$ cat src/rtl/sup_pkg.sv
package sup_pkg;

    typedef enum logic {
        DB_STABLE,
        DB_TIMING
    } deb_st_e;

    typedef enum logic {
        IG_LOW,
        IG_HIGH
    } intg_st_e;

    typedef enum logic {
        IRQ_IDLE,
        IRQ_PEND
    } irq_st_e;

    typedef enum logic [1:0] {
        CFG_HOLD     = 2'd0,
        CFG_INTERVAL = 2'd1,
        CFG_MASK     = 2'd2,
        CFG_SPARE    = 2'd3
    } cfg_kind_e;

endpackage

$ cat src/rtl/sup_sync.sv
module sup_sync #(
    parameter int W = 8
) (
    input  logic         clk,
    input  logic         rst_n,
    input  logic [W-1:0] d,
    output logic [W-1:0] q
);
    logic [W-1:0] meta_q;
    logic [W-1:0] sync_q;

    always_ff @(posedge clk or negedge rst_n) begin
        if (!rst_n) begin
            meta_q <= '0;
            sync_q <= '0;
        end else begin
            meta_q <= d;
            sync_q <= meta_q;
        end
    end

    assign q = sync_q;
endmodule

$ cat src/rtl/sup_debounce.sv
module sup_debounce
    import sup_pkg::*;
#(
    parameter int TW = 4
) (
    input  logic          clk,
    input  logic          rst_n,
    input  logic          tick,
    input  logic          din,
    input  logic [TW-1:0] hold,
    output logic          dout
);
    localparam logic [TW:0] ONE = (TW+1)'(1);

    deb_st_e       state_q, state_d;
    logic [TW-1:0] cnt_q, cnt_d;
    logic          out_q, out_d;
    logic [TW:0]   cnt_inc;

    assign cnt_inc = {1'b0, cnt_q} + ONE;

    // state register
    always_ff @(posedge clk or negedge rst_n) begin
        if (!rst_n) begin
            state_q <= DB_STABLE;
            cnt_q   <= '0;
            out_q   <= 1'b0;
        end else begin
            state_q <= state_d;
            cnt_q   <= cnt_d;
            out_q   <= out_d;
        end
    end

    // next state and next output
    always_comb begin
        state_d = state_q;
        cnt_d   = cnt_q;
        out_d   = out_q;
        unique case (state_q)
            DB_STABLE: begin
                if (din != out_q) begin
                    if (hold == '0) begin
                        out_d = din;
                    end else begin
                        state_d = DB_TIMING;
                        cnt_d   = '0;
                    end
                end
            end
            DB_TIMING: begin
                if (din == out_q) begin
                    state_d = DB_STABLE;
                    cnt_d   = '0;
                end else if (tick) begin
                    if (cnt_inc >= {1'b0, hold}) begin
                        out_d   = din;
                        state_d = DB_STABLE;
                        cnt_d   = '0;
                    end else begin
                        cnt_d = cnt_inc[TW-1:0];
                    end
                end
            end
        endcase
    end

    assign dout = out_q;
endmodule

$ cat src/rtl/sup_integrator.sv
module sup_integrator
    import sup_pkg::*;
#(
    parameter int CW = 3,
    parameter int IW = 4
) (
    input  logic          clk,
    input  logic          rst_n,
    input  logic          tick,
    input  logic          restart,
    input  logic          din,
    input  logic [IW-1:0] interval,
    output logic          dout
);
    localparam logic [CW-1:0] CMAX = {CW{1'b1}};
    localparam logic [CW-1:0] CONE = CW'(1);
    localparam logic [IW-1:0] IONE = IW'(1);

    intg_st_e      state_q, state_d;
    logic [CW-1:0] cnt_q, cnt_d;
    logic [IW-1:0] tmr_q, tmr_d;
    logic          sample;

    assign sample = tick && !restart && (tmr_q >= interval);

    // state register
    always_ff @(posedge clk or negedge rst_n) begin
        if (!rst_n) begin
            state_q <= IG_LOW;
            cnt_q   <= '0;
            tmr_q   <= '0;
        end else begin
            state_q <= state_d;
            cnt_q   <= cnt_d;
            tmr_q   <= tmr_d;
        end
    end

    // sample timer
    always_comb begin
        tmr_d = tmr_q;
        if (restart)
            tmr_d = '0;
        else if (sample)
            tmr_d = '0;
        else if (tick)
            tmr_d = tmr_q + IONE;
    end

    // counter and state transitions
    always_comb begin
        cnt_d   = cnt_q;
        state_d = state_q;
        if (sample) begin
            if (din) begin
                if (cnt_q != CMAX) cnt_d = cnt_q + CONE;
            end else begin
                if (cnt_q != '0) cnt_d = cnt_q - CONE;
            end
            unique case (state_q)
                IG_LOW:  if (cnt_d == CMAX) state_d = IG_HIGH;
                IG_HIGH: if (cnt_d == '0)   state_d = IG_LOW;
            endcase
        end
    end

    // output
    always_comb dout = (state_q == IG_HIGH);
endmodule

$ cat src/rtl/sup_irq.sv
module sup_irq
    import sup_pkg::*;
#(
    parameter int SW = 8
) (
    input  logic          clk,
    input  logic          rst_n,
    input  logic [SW-1:0] stat,
    input  logic [SW-1:0] mask,
    input  logic          rd_en,
    output logic          int_n
);
    irq_st_e       state_q, state_d;
    logic [SW-1:0] prev_q;
    logic          chg;

    assign chg = |((stat ^ prev_q) & ~mask);

    // state register
    always_ff @(posedge clk or negedge rst_n) begin
        if (!rst_n) begin
            state_q <= IRQ_IDLE;
            prev_q  <= '0;
        end else begin
            state_q <= state_d;
            prev_q  <= stat;
        end
    end

    // transitions
    always_comb begin
        state_d = state_q;
        unique case (state_q)
            IRQ_IDLE: if (chg)           state_d = IRQ_PEND;
            IRQ_PEND: if (rd_en && !chg) state_d = IRQ_IDLE;
        endcase
    end

    // output
    always_comb int_n = (state_q != IRQ_PEND);
endmodule

$ cat src/rtl/sup_filter_irq.sv
module sup_filter_irq
    import sup_pkg::*;
#(
    parameter int NCH   = 4,
    parameter int HOLDW = 4,
    parameter int SMPW  = 4,
    parameter int CNTW  = 3
) (
    input  logic                     clk,
    input  logic                     rst_n,
    input  logic                     tick_1ms,
    input  logic [NCH-1:0]           raw_a,
    input  logic [NCH-1:0]           raw_b,
    input  logic                     cfg_we,
    input  logic [1:0]               cfg_kind,
    input  logic [$clog2(NCH)-1:0]   cfg_ch,
    input  logic [((HOLDW > SMPW) ? HOLDW : SMPW)-1:0] cfg_data,
    input  logic                     rd_en,
    input  logic                     rd_all,
    input  logic [$clog2(NCH)-1:0]   rd_ch,
    output logic [2*NCH-1:0]         rd_data,
    output logic                     int_n
);
    localparam int CHW = $clog2(NCH);
    localparam int SW  = 2 * NCH;

    logic [NCH-1:0]   a_sync, b_sync;
    logic [NCH-1:0]   a_flt, b_flt;
    logic [NCH-1:0]   restart;
    logic [NCH-1:0]   deb_nz;
    logic [HOLDW-1:0] hold_q [NCH];
    logic [SMPW-1:0]  intv_q [NCH];
    logic [SW-1:0]    mask_q;
    logic [SW-1:0]    status_w;
    cfg_kind_e        kind;

    assign kind = cfg_kind_e'(cfg_kind);

    // settings
    always_ff @(posedge clk or negedge rst_n) begin
        if (!rst_n) begin
            for (int c = 0; c < NCH; c++) begin
                hold_q[c] <= '0;
                intv_q[c] <= '0;
            end
            mask_q <= '0;
        end else if (cfg_we) begin
            for (int c = 0; c < NCH; c++) begin
                if (cfg_ch == CHW'(c)) begin
                    unique case (kind)
                        CFG_HOLD:     hold_q[c]      <= cfg_data[HOLDW-1:0];
                        CFG_INTERVAL: intv_q[c]      <= cfg_data[SMPW-1:0];
                        CFG_MASK:     mask_q[2*c +: 2] <= cfg_data[1:0];
                        CFG_SPARE:    ;
                    endcase
                end
            end
        end
    end

    sup_sync #(.W(SW)) u_sync (
        .clk   (clk),
        .rst_n (rst_n),
        .d     ({raw_b, raw_a}),
        .q     ({b_sync, a_sync})
    );

    for (genvar c = 0; c < NCH; c++) begin : g_ch
        assign restart[c] = cfg_we && (kind == CFG_INTERVAL) && (cfg_ch == CHW'(c));
        assign deb_nz[c]  = (hold_q[c] != '0);

        sup_debounce #(.TW(HOLDW)) u_deb (
            .clk   (clk),
            .rst_n (rst_n),
            .tick  (tick_1ms),
            .din   (a_sync[c]),
            .hold  (hold_q[c]),
            .dout  (a_flt[c])
        );

        sup_integrator #(.CW(CNTW), .IW(SMPW)) u_intg (
            .clk      (clk),
            .rst_n    (rst_n),
            .tick     (tick_1ms),
            .restart  (restart[c]),
            .din      (b_sync[c]),
            .interval (intv_q[c]),
            .dout     (b_flt[c])
        );

        assign status_w[2*c]   = a_flt[c];
        assign status_w[2*c+1] = b_flt[c];
    end

    always_comb begin
        rd_data = '0;
        if (rd_all)
            rd_data = status_w;
        else
            rd_data[1:0] = status_w[{rd_ch, 1'b0} +: 2];
    end

    sup_irq #(.SW(SW)) u_irq (
        .clk   (clk),
        .rst_n (rst_n),
        .stat  (status_w),
        .mask  (mask_q),
        .rd_en (rd_en),
        .int_n (int_n)
    );
endmodule

$ cat config.mk
export PLATFORM = sky130hd
export DESIGN_NAME = sup_filter_irq
export DESIGN_NICKNAME = d
export VERILOG_FILES = /design/src/rtl/sup_pkg.sv /design/src/rtl/sup_sync.sv /design/src/rtl/sup_debounce.sv /design/src/rtl/sup_integrator.sv /design/src/rtl/sup_irq.sv /design/src/rtl/sup_filter_irq.sv
export SDC_FILE = /design/constraint.sdc
export NUM_CORES = 1
export LEC_CHECK = 0
export BUFFER_PORTS_ARGS = -buffer_cell sky130_fd_sc_hd__buf_4
export CORE_ASPECT_RATIO = 0.6
export CORE_UTILIZATION = 60
export DETAILED_ROUTE_END_ITERATION = 12
export PLACE_DENSITY = 0.8
export SYNTH_ARGS = -nofsm -noshare
export SYNTH_HDL_FRONTEND = slang
export SYNTH_HIERARCHICAL = 1
export SYNTH_SLANG_ARGS = --single-unit
$ cat constraint.sdc
create_clock -name clk -period 3.4 [get_ports clk]
set_input_delay 0.68 -clock clk [delete_from_list [all_inputs] [get_ports clk]]
set_output_delay 0.68 -clock clk [all_outputs]
set_load 0.1 [all_outputs]
Yosys cells after proc, flatten, opt, wreduce, memory -nomap -nowiden

Cells that the tools add are included.

Bits in registers: 121
Output and inout bits: 9

Bitwise operators: 12
Add/subtract/negate cells: 16
$lt $le $gt $ge: 8
Eq/ne operators: 49
Shift operators: 1
Multiplexer cells: 117
Reduce and logical (&&, ||, !) cells: 58

Operator list:

| cell                                                  | count |
|---|---|
| 2-to-1 mux 4 bit                                      | 32 |
| 2-to-1 mux 1 bit                                      | 50 |
| 2-to-1 mux 3 bit                                      | 16 |
| AND reduction 3 bit                                   | 16 |
| inequality test 2 bit, second input constant          | 16 |
| case mux 4 bit (2 select lines)                       | 4 |
| case mux 1 bit (2 select lines)                       | 13 |
| inequality test 3 bit, second input constant          | 8 |
| nonzero test 3 bit                                    | 8 |
| adder 4 x 1 -> 5 bit, second input constant           | 4 |
| greater-or-equal comparator 5 x 4 -> 1 bit            | 4 |
| AND reduction 5 bit                                   | 4 |
| adder 4 x 1 -> 4 bit, second input constant           | 4 |
| greater-or-equal comparator 4 bit                     | 4 |
| logical NOT 4 bit                                     | 4 |
| inequality test 2 x 1 -> 1 bit, second input constant | 8 |
| logical AND 1 bit                                     | 14 |
| adder 3 x 1 -> 3 bit, second input constant           | 4 |
| equality test 3 bit, second input constant            | 4 |
| logical NOT 3 bit                                     | 4 |
| subtractor 3 x 1 -> 3 bit, second input constant      | 4 |
| inverter 1 bit                                        | 9 |
| bitwise AND 8 bit                                     | 1 |
| inverter 8 bit                                        | 1 |
| 11 further kinds                                      | 25 |

Depth between registers and ports, before layout

Depth in word-level cells: 10
Mapped depth: 8
Depth with buffers taken out: 8

Hierarchy

The synthesis kept the hierarchy.

Modules (own cells, without submodules):

| module         | area each (um2) | times used | cells each |
|---|---|---|---|
| sup_integrator | 671.9           | 4          | 73 |
| sup_debounce   | 444.2           | 4          | 47 |
| sup_filter_irq | 1691.6          | 1          | 121 |
| sup_sync       | 400.4           | 1          | 16 |
| sup_irq        | 336.6           | 1          | 24 |

Worst setup path before layout

Ideal clock, no wire load.

Path kind: input-to-output
Start: input rd_ch[1]
End: output rd_data[1]
Stages on the path: 3
Data required time: 2.720 ns
Slack: 1.042 ns
Arrival: 1.678 ns
Cells stage by stage: mux2i_1 a21oi_1 o22a_1

Cells in the longest elaborated chain, start to end: 2

Ends and longest elaborated chain:

| element                             | line                  | text |
|---|---|---|
| start, declared                     | sup_filter_irq.sv:20  | `input logic [$clog2(NCH)-1:0] rd_ch,` |
| variable part select 8 x 4 -> 2 bit | sup_filter_irq.sv:100 | `rd_data[1:0] = status_w[{rd_ch, 1'b0} +: 2];` |
| 2-to-1 mux 2 bit                    | sup_filter_irq.sv:97  | `if (rd_all)` |
| end, declared                       | sup_filter_irq.sv:21  | `output logic [2*NCH-1:0] rd_data,` |

Every way passes these cells.

Final worst setup path

Start: register g_ch[1].u_deb.out_q
End: output rd_data[0]

Cells in the longest elaborated chain, start to end: 2

Ends and longest elaborated chain:

| element                             | line                  | text |
|---|---|---|
| start, declared                     | sup_debounce.sv:17    | `logic out_q, out_d;` |
| start signal, assigned              | sup_debounce.sv:31    | `out_q <= out_d;` |
| variable part select 8 x 4 -> 2 bit | sup_filter_irq.sv:100 |  |
| 2-to-1 mux 2 bit                    | sup_filter_irq.sv:97  |  |

Every way passes these cells.

==> insert_results.sql <==
INSERT INTO impl_metrics (metric_group, metric, value, unit) VALUES
('placed_design', 'placement.io_buffers', '32', ''),
('global_route', 'grt_pass1_wl', '25.2', 'mm'),
('floorplanning', 'die-area', '11900', 'um^2'),
('yosys', 'ys_dominant_reg_cell', 'dfrtp_1', ''),
('finish', 'filler_free_cell_count_of_the_finished_design', '841', ''),
('status', 'status', 'finished clean', ''),
('yosys', 'ys_seq_area_share', '43.9', '%'),
('sta', 'setup-tns-final', '0', 'ns'),
('cts', 'htree_levels', '4', ''),
('sta', 'fin_crit_sh', '70.1', '%'),
('sta', 'finalWorstPathRequiredPeriod', '2.38', 'ns'),
('floorplanning', 'placement_rows', '29', ''),
('finish', 'layout.nets', '769', ''),
('critical_path', 'element_type_at_the_critical_path_start', 'flop', ''),
('flow_run', 'maxCapViolations', '0', ''),
('placed_design', 'place.detailed.hpwl', '10.1', 'mm'),
('cts', 'numClockSinks', '121', ''),
('route', 'route.detailed.drc', '0', ''),
('yosys', 'synth_cell_type_count', '48', ''),
('global_route', 'grt.overflow.total', '0', ''),
('finish', 'area_growth_from_synthesis_to_layout', '15.5', '%'),
('sta', 'tightestPinTransition', '0.657', 'ns'),
('cts', 'clock_latency', '0.41', 'ns'),
('cts', 'ctsRootBufferMaster', 'clkbuf_16', ''),
('finish', 'n_antenna_cell', '0', ''),
('floorplanning', 'fp.coreArea', '10800', 'um^2'),
('sta', 'slew_headroom', '56.0', '%'),
('route', 'route.vias.total', '5093', ''),
('cts', 'clk_pin_slew', '0.05', 'ns'),
('placed_design', 'placedCellCount', '809', ''),
('critical_path', 'path_max_fanout', '6', ''),
('pwr', 'leakage_power_figure', '3.72', 'nW'),
('route', 'ant_nets', '0', ''),
('critical_path', 'critPathCaptureType', 'output pin', ''),
('floorplanning', 'die-width', '140', 'um'),
('critical_path', 'worst-endpoint-required', '2.72', 'ns'),
('sta', 'clock-skew-final', '0.00567', 'ns'),
('route', 'first_pass_iters', '5', ''),
('floorplanning', 'fp.dieH', '85.0', 'um'),
('global_route', 'first_global_vias', '5191', ''),
('critical_path', 'timing.critical_path.arrival', '1.70', 'ns'),
('finish', 'layout-drive-gt1-share', '19.7', '%'),
('yosys', 'post_syn_area_per_cell', '10.8', 'um^2'),
('route', 'routed_via_density', '6.06', ''),
('critical_path', 'timing.setup.critical_path_class', 'flop to output pin', ''),
('finish', 'n_fill_cell', '739', ''),
('pwr', 'irDropWorstVdd', '427', 'uV'),
('sta', 'hold_ws', '0.240', 'ns'),
('sta', 'final_count_of_pins_violating_max_slew', '0', ''),
('route', 'routed_wirelength', '14.7', 'mm'),
('cts', 'ctsHoldBuffers', '0', ''),
('floorplanning', 'effective_utilization_at_floorplan', '63.5', '%'),
('sta', 'fmax', '420', 'MHz'),
('floorplanning', 'io-pin-count', '33', ''),
('cts', 'cts_tree', 'yes', ''),
('sta', 'unrepaired_setup_endpoints_after_global_routing', 'false', ''),
('pwr', 'cellPowerDensity', '865', 'nW/um^2'),
('cts', 'inserted_clock_buffers', '17', ''),
('yosys', 'asyncSetResetFlopFracSynth', '100', '%'),
('cts', 'post_cts_setup_buffer_count', '0', ''),
('yosys', 'yosysWarningCount', '6', ''),
('sta', 'setup_viol', '0', ''),
('sta', 'report.final.hold_viol_count', '0', ''),
('hold_path', 'hold_path.class', 'primary input to asynchronous set/reset pin', ''),
('yosys', 'syn-num-nets', '721', ''),
('yosys', 'synth-edff-count', '0', ''),
('cts', 'post_cts_resize_count', '0', ''),
('route', 'drt_iter0_drc', '277', ''),
('route', 'detail_route.wl_per_cell', '17.5', 'um'),
('cts', 'max-clock-path-buffers', '2', ''),
('global_route', 'pin_count_of_the_biggest_net_entering_global_routing', '84', ''),
('placed_design', 'globalplace.congestion', '0.860', ''),
('yosys', 'synthesis.area', '6890', 'um^2'),
('yosys', 'synth.ff_latch_count', '121', ''),
('yosys', 'netlist_instances', '641', ''),
('global_route', 'grt_antenna_before_repair', '0', ''),
('global_route', 'grt_util_all_layers', '27.2', '%');
[final cells by class]
type | instances | area, um^2 | share of cell area (%)
Clock buffer | 24 | 482 | 6.05
Clock inverter | 8 | 165 | 2.08
Inverter | 59 | 221 | 2.78
Multi-Input combinational cell | 457 | 3630 | 45.6
Sequential cell | 121 | 3030 | 38.0
Tap cell | 139 | 174 | 2.19
Timing Repair Buffer | 33 | 260 | 3.27
[synthesized netlist by cell type, types with 9 or more instances]
| cell type | instances | share of area, % |
|---|---|---|
| a21oi_1 | 18 | 1.3 |
| dfrtp_1 | 121 | 44 |
| ha_1 | 56 | 10 |
| inv_1 | 59 | 3.2 |
| mux2_2 | 44 | 7.2 |
| nand2_1 | 51 | 2.8 |
| nand3_1 | 17 | 1.2 |
| nor2_1 | 23 | 1.3 |
| nor2b_1 | 24 | 2.2 |
| nor4_1 | 9 | 0.82 |
| o21ai_1 | 20 | 1.5 |
| o22ai_1 | 11 | 1.0 |
| xnor2_1 | 16 | 2.0 |
[sequential cells by signal, summed over array words and instances (netlist names)]
| signal | flops |
|---|---|
| g_ch.u_deb/cnt_q | 16 |
| g_ch.u_intg/tmr_q | 16 |
| hold_q | 16 |
| intv_q | 16 |
| g_ch.u_intg/cnt_q | 12 |
| mask_q | 8 |
| u_irq/prev_q | 8 |
| u_sync/meta_q | 8 |
| u_sync/q | 8 |
| g_ch.u_deb/dout | 4 |
| g_ch.u_deb/state_q | 4 |
| g_ch.u_intg/dout | 4 |
| u_irq/state_q | 1 |
[per-layer routing]
layer  up-vias  track usage [%]  wire length, um  share of wire (%)
met2       141             45.3             6960                 47
met1      2523             35.5             6910                 47
met3        15             6.88              685                4.6
li1       2414                -                -                  -
met4         0             8.19              172                1.2
met5         -                0                0                  0
[where the power goes]
part | total, mW | internal, mW | switching, mW
Combinational | 2.63 | 1.13 | 1.50
Sequential | 2.28 | 1.83 | 0.450
Clock | 1.98 | 1.36 | 0.621
[worst max-delay path, stage by stage (launching register included)]
cell	delay [ns]
dfrtp_1	0.52
mux2i_1	0.13
a21oi_1	0.20
o22a_1	0.15
buf_4	0.28
[path summary, 6_finish.rpt]
kind	startpoint	end	slack, ns	cells after the start
setup / recovery	g_ch[1].u_deb/dout	rd_data[0]	1.02	4
hold / removal	rst_n	g_ch[1].u_intg/cnt_q[0]	0.24	1
setup reg to reg	g_ch[0].u_deb/cnt_q[0]	g_ch[0].u_deb/cnt_q[2]	1.12	7
hold reg to reg	u_sync/meta_q[7]	u_sync/q[7]	0.35	0
max in group asynchronous	rst_n	g_ch[2].u_intg/tmr_q[1]	2.35	2
min in group clk	u_sync/meta_q[7]	u_sync/q[7]	0.35	0
[cell usage in the layout (no fill, tap or decap), types with 5 or more instances in the layout]
cell         n
dfrtp_1    121
inv_1       59
ha_1        56
nand2_1     51
mux2_2      44
buf_4       32
nor2b_1     24
nor2_1      23
o21ai_1     20
a21oi_1     18
nand3_1     17
clkbuf_16   17
xnor2_1     16
o22ai_1     11
nor4_1       9
xor2_1       8
o21a_1       8
nand4_1      8
o211ai_1     8
a22o_1       8
a21boi_0     8
nor2_2       8
o41ai_1      8
and2_1       6
mux2i_1      6
nand2b_1     6
nand3b_1     6
and3_1       5
bufinv_16    5
o221ai_1     5
[logic make-up (layout without fill, tap and decap cells)]
kind of cell,count (synthesis),after routing,share of synthesized area [%]
flops,121,121,43.9
fa+ha+maj,56,56,10.2
buf+inv,63,124,3.43
compound gates,136,136,15.4
mux,50,50,8.06
xor+xnor,28,28,3.99
simple gates,187,187,15.0
[per-stage QoR]
stage          util (%)  worst slack, ns  cell area, um^2  total power [mW]
2_1_floorplan         -             1.04             6890              4.22
3_3_place_gp       67.4             1.18             7310              4.68
3_5_place_dp       67.4             1.14             7310              4.85
4_1_cts            73.4             1.00             7960              6.88
5_1_grt            73.4            0.918             7960              7.31
6_report           73.4             1.02             7960              6.89
No activity file was read; power rests on OpenSTA's default activity.
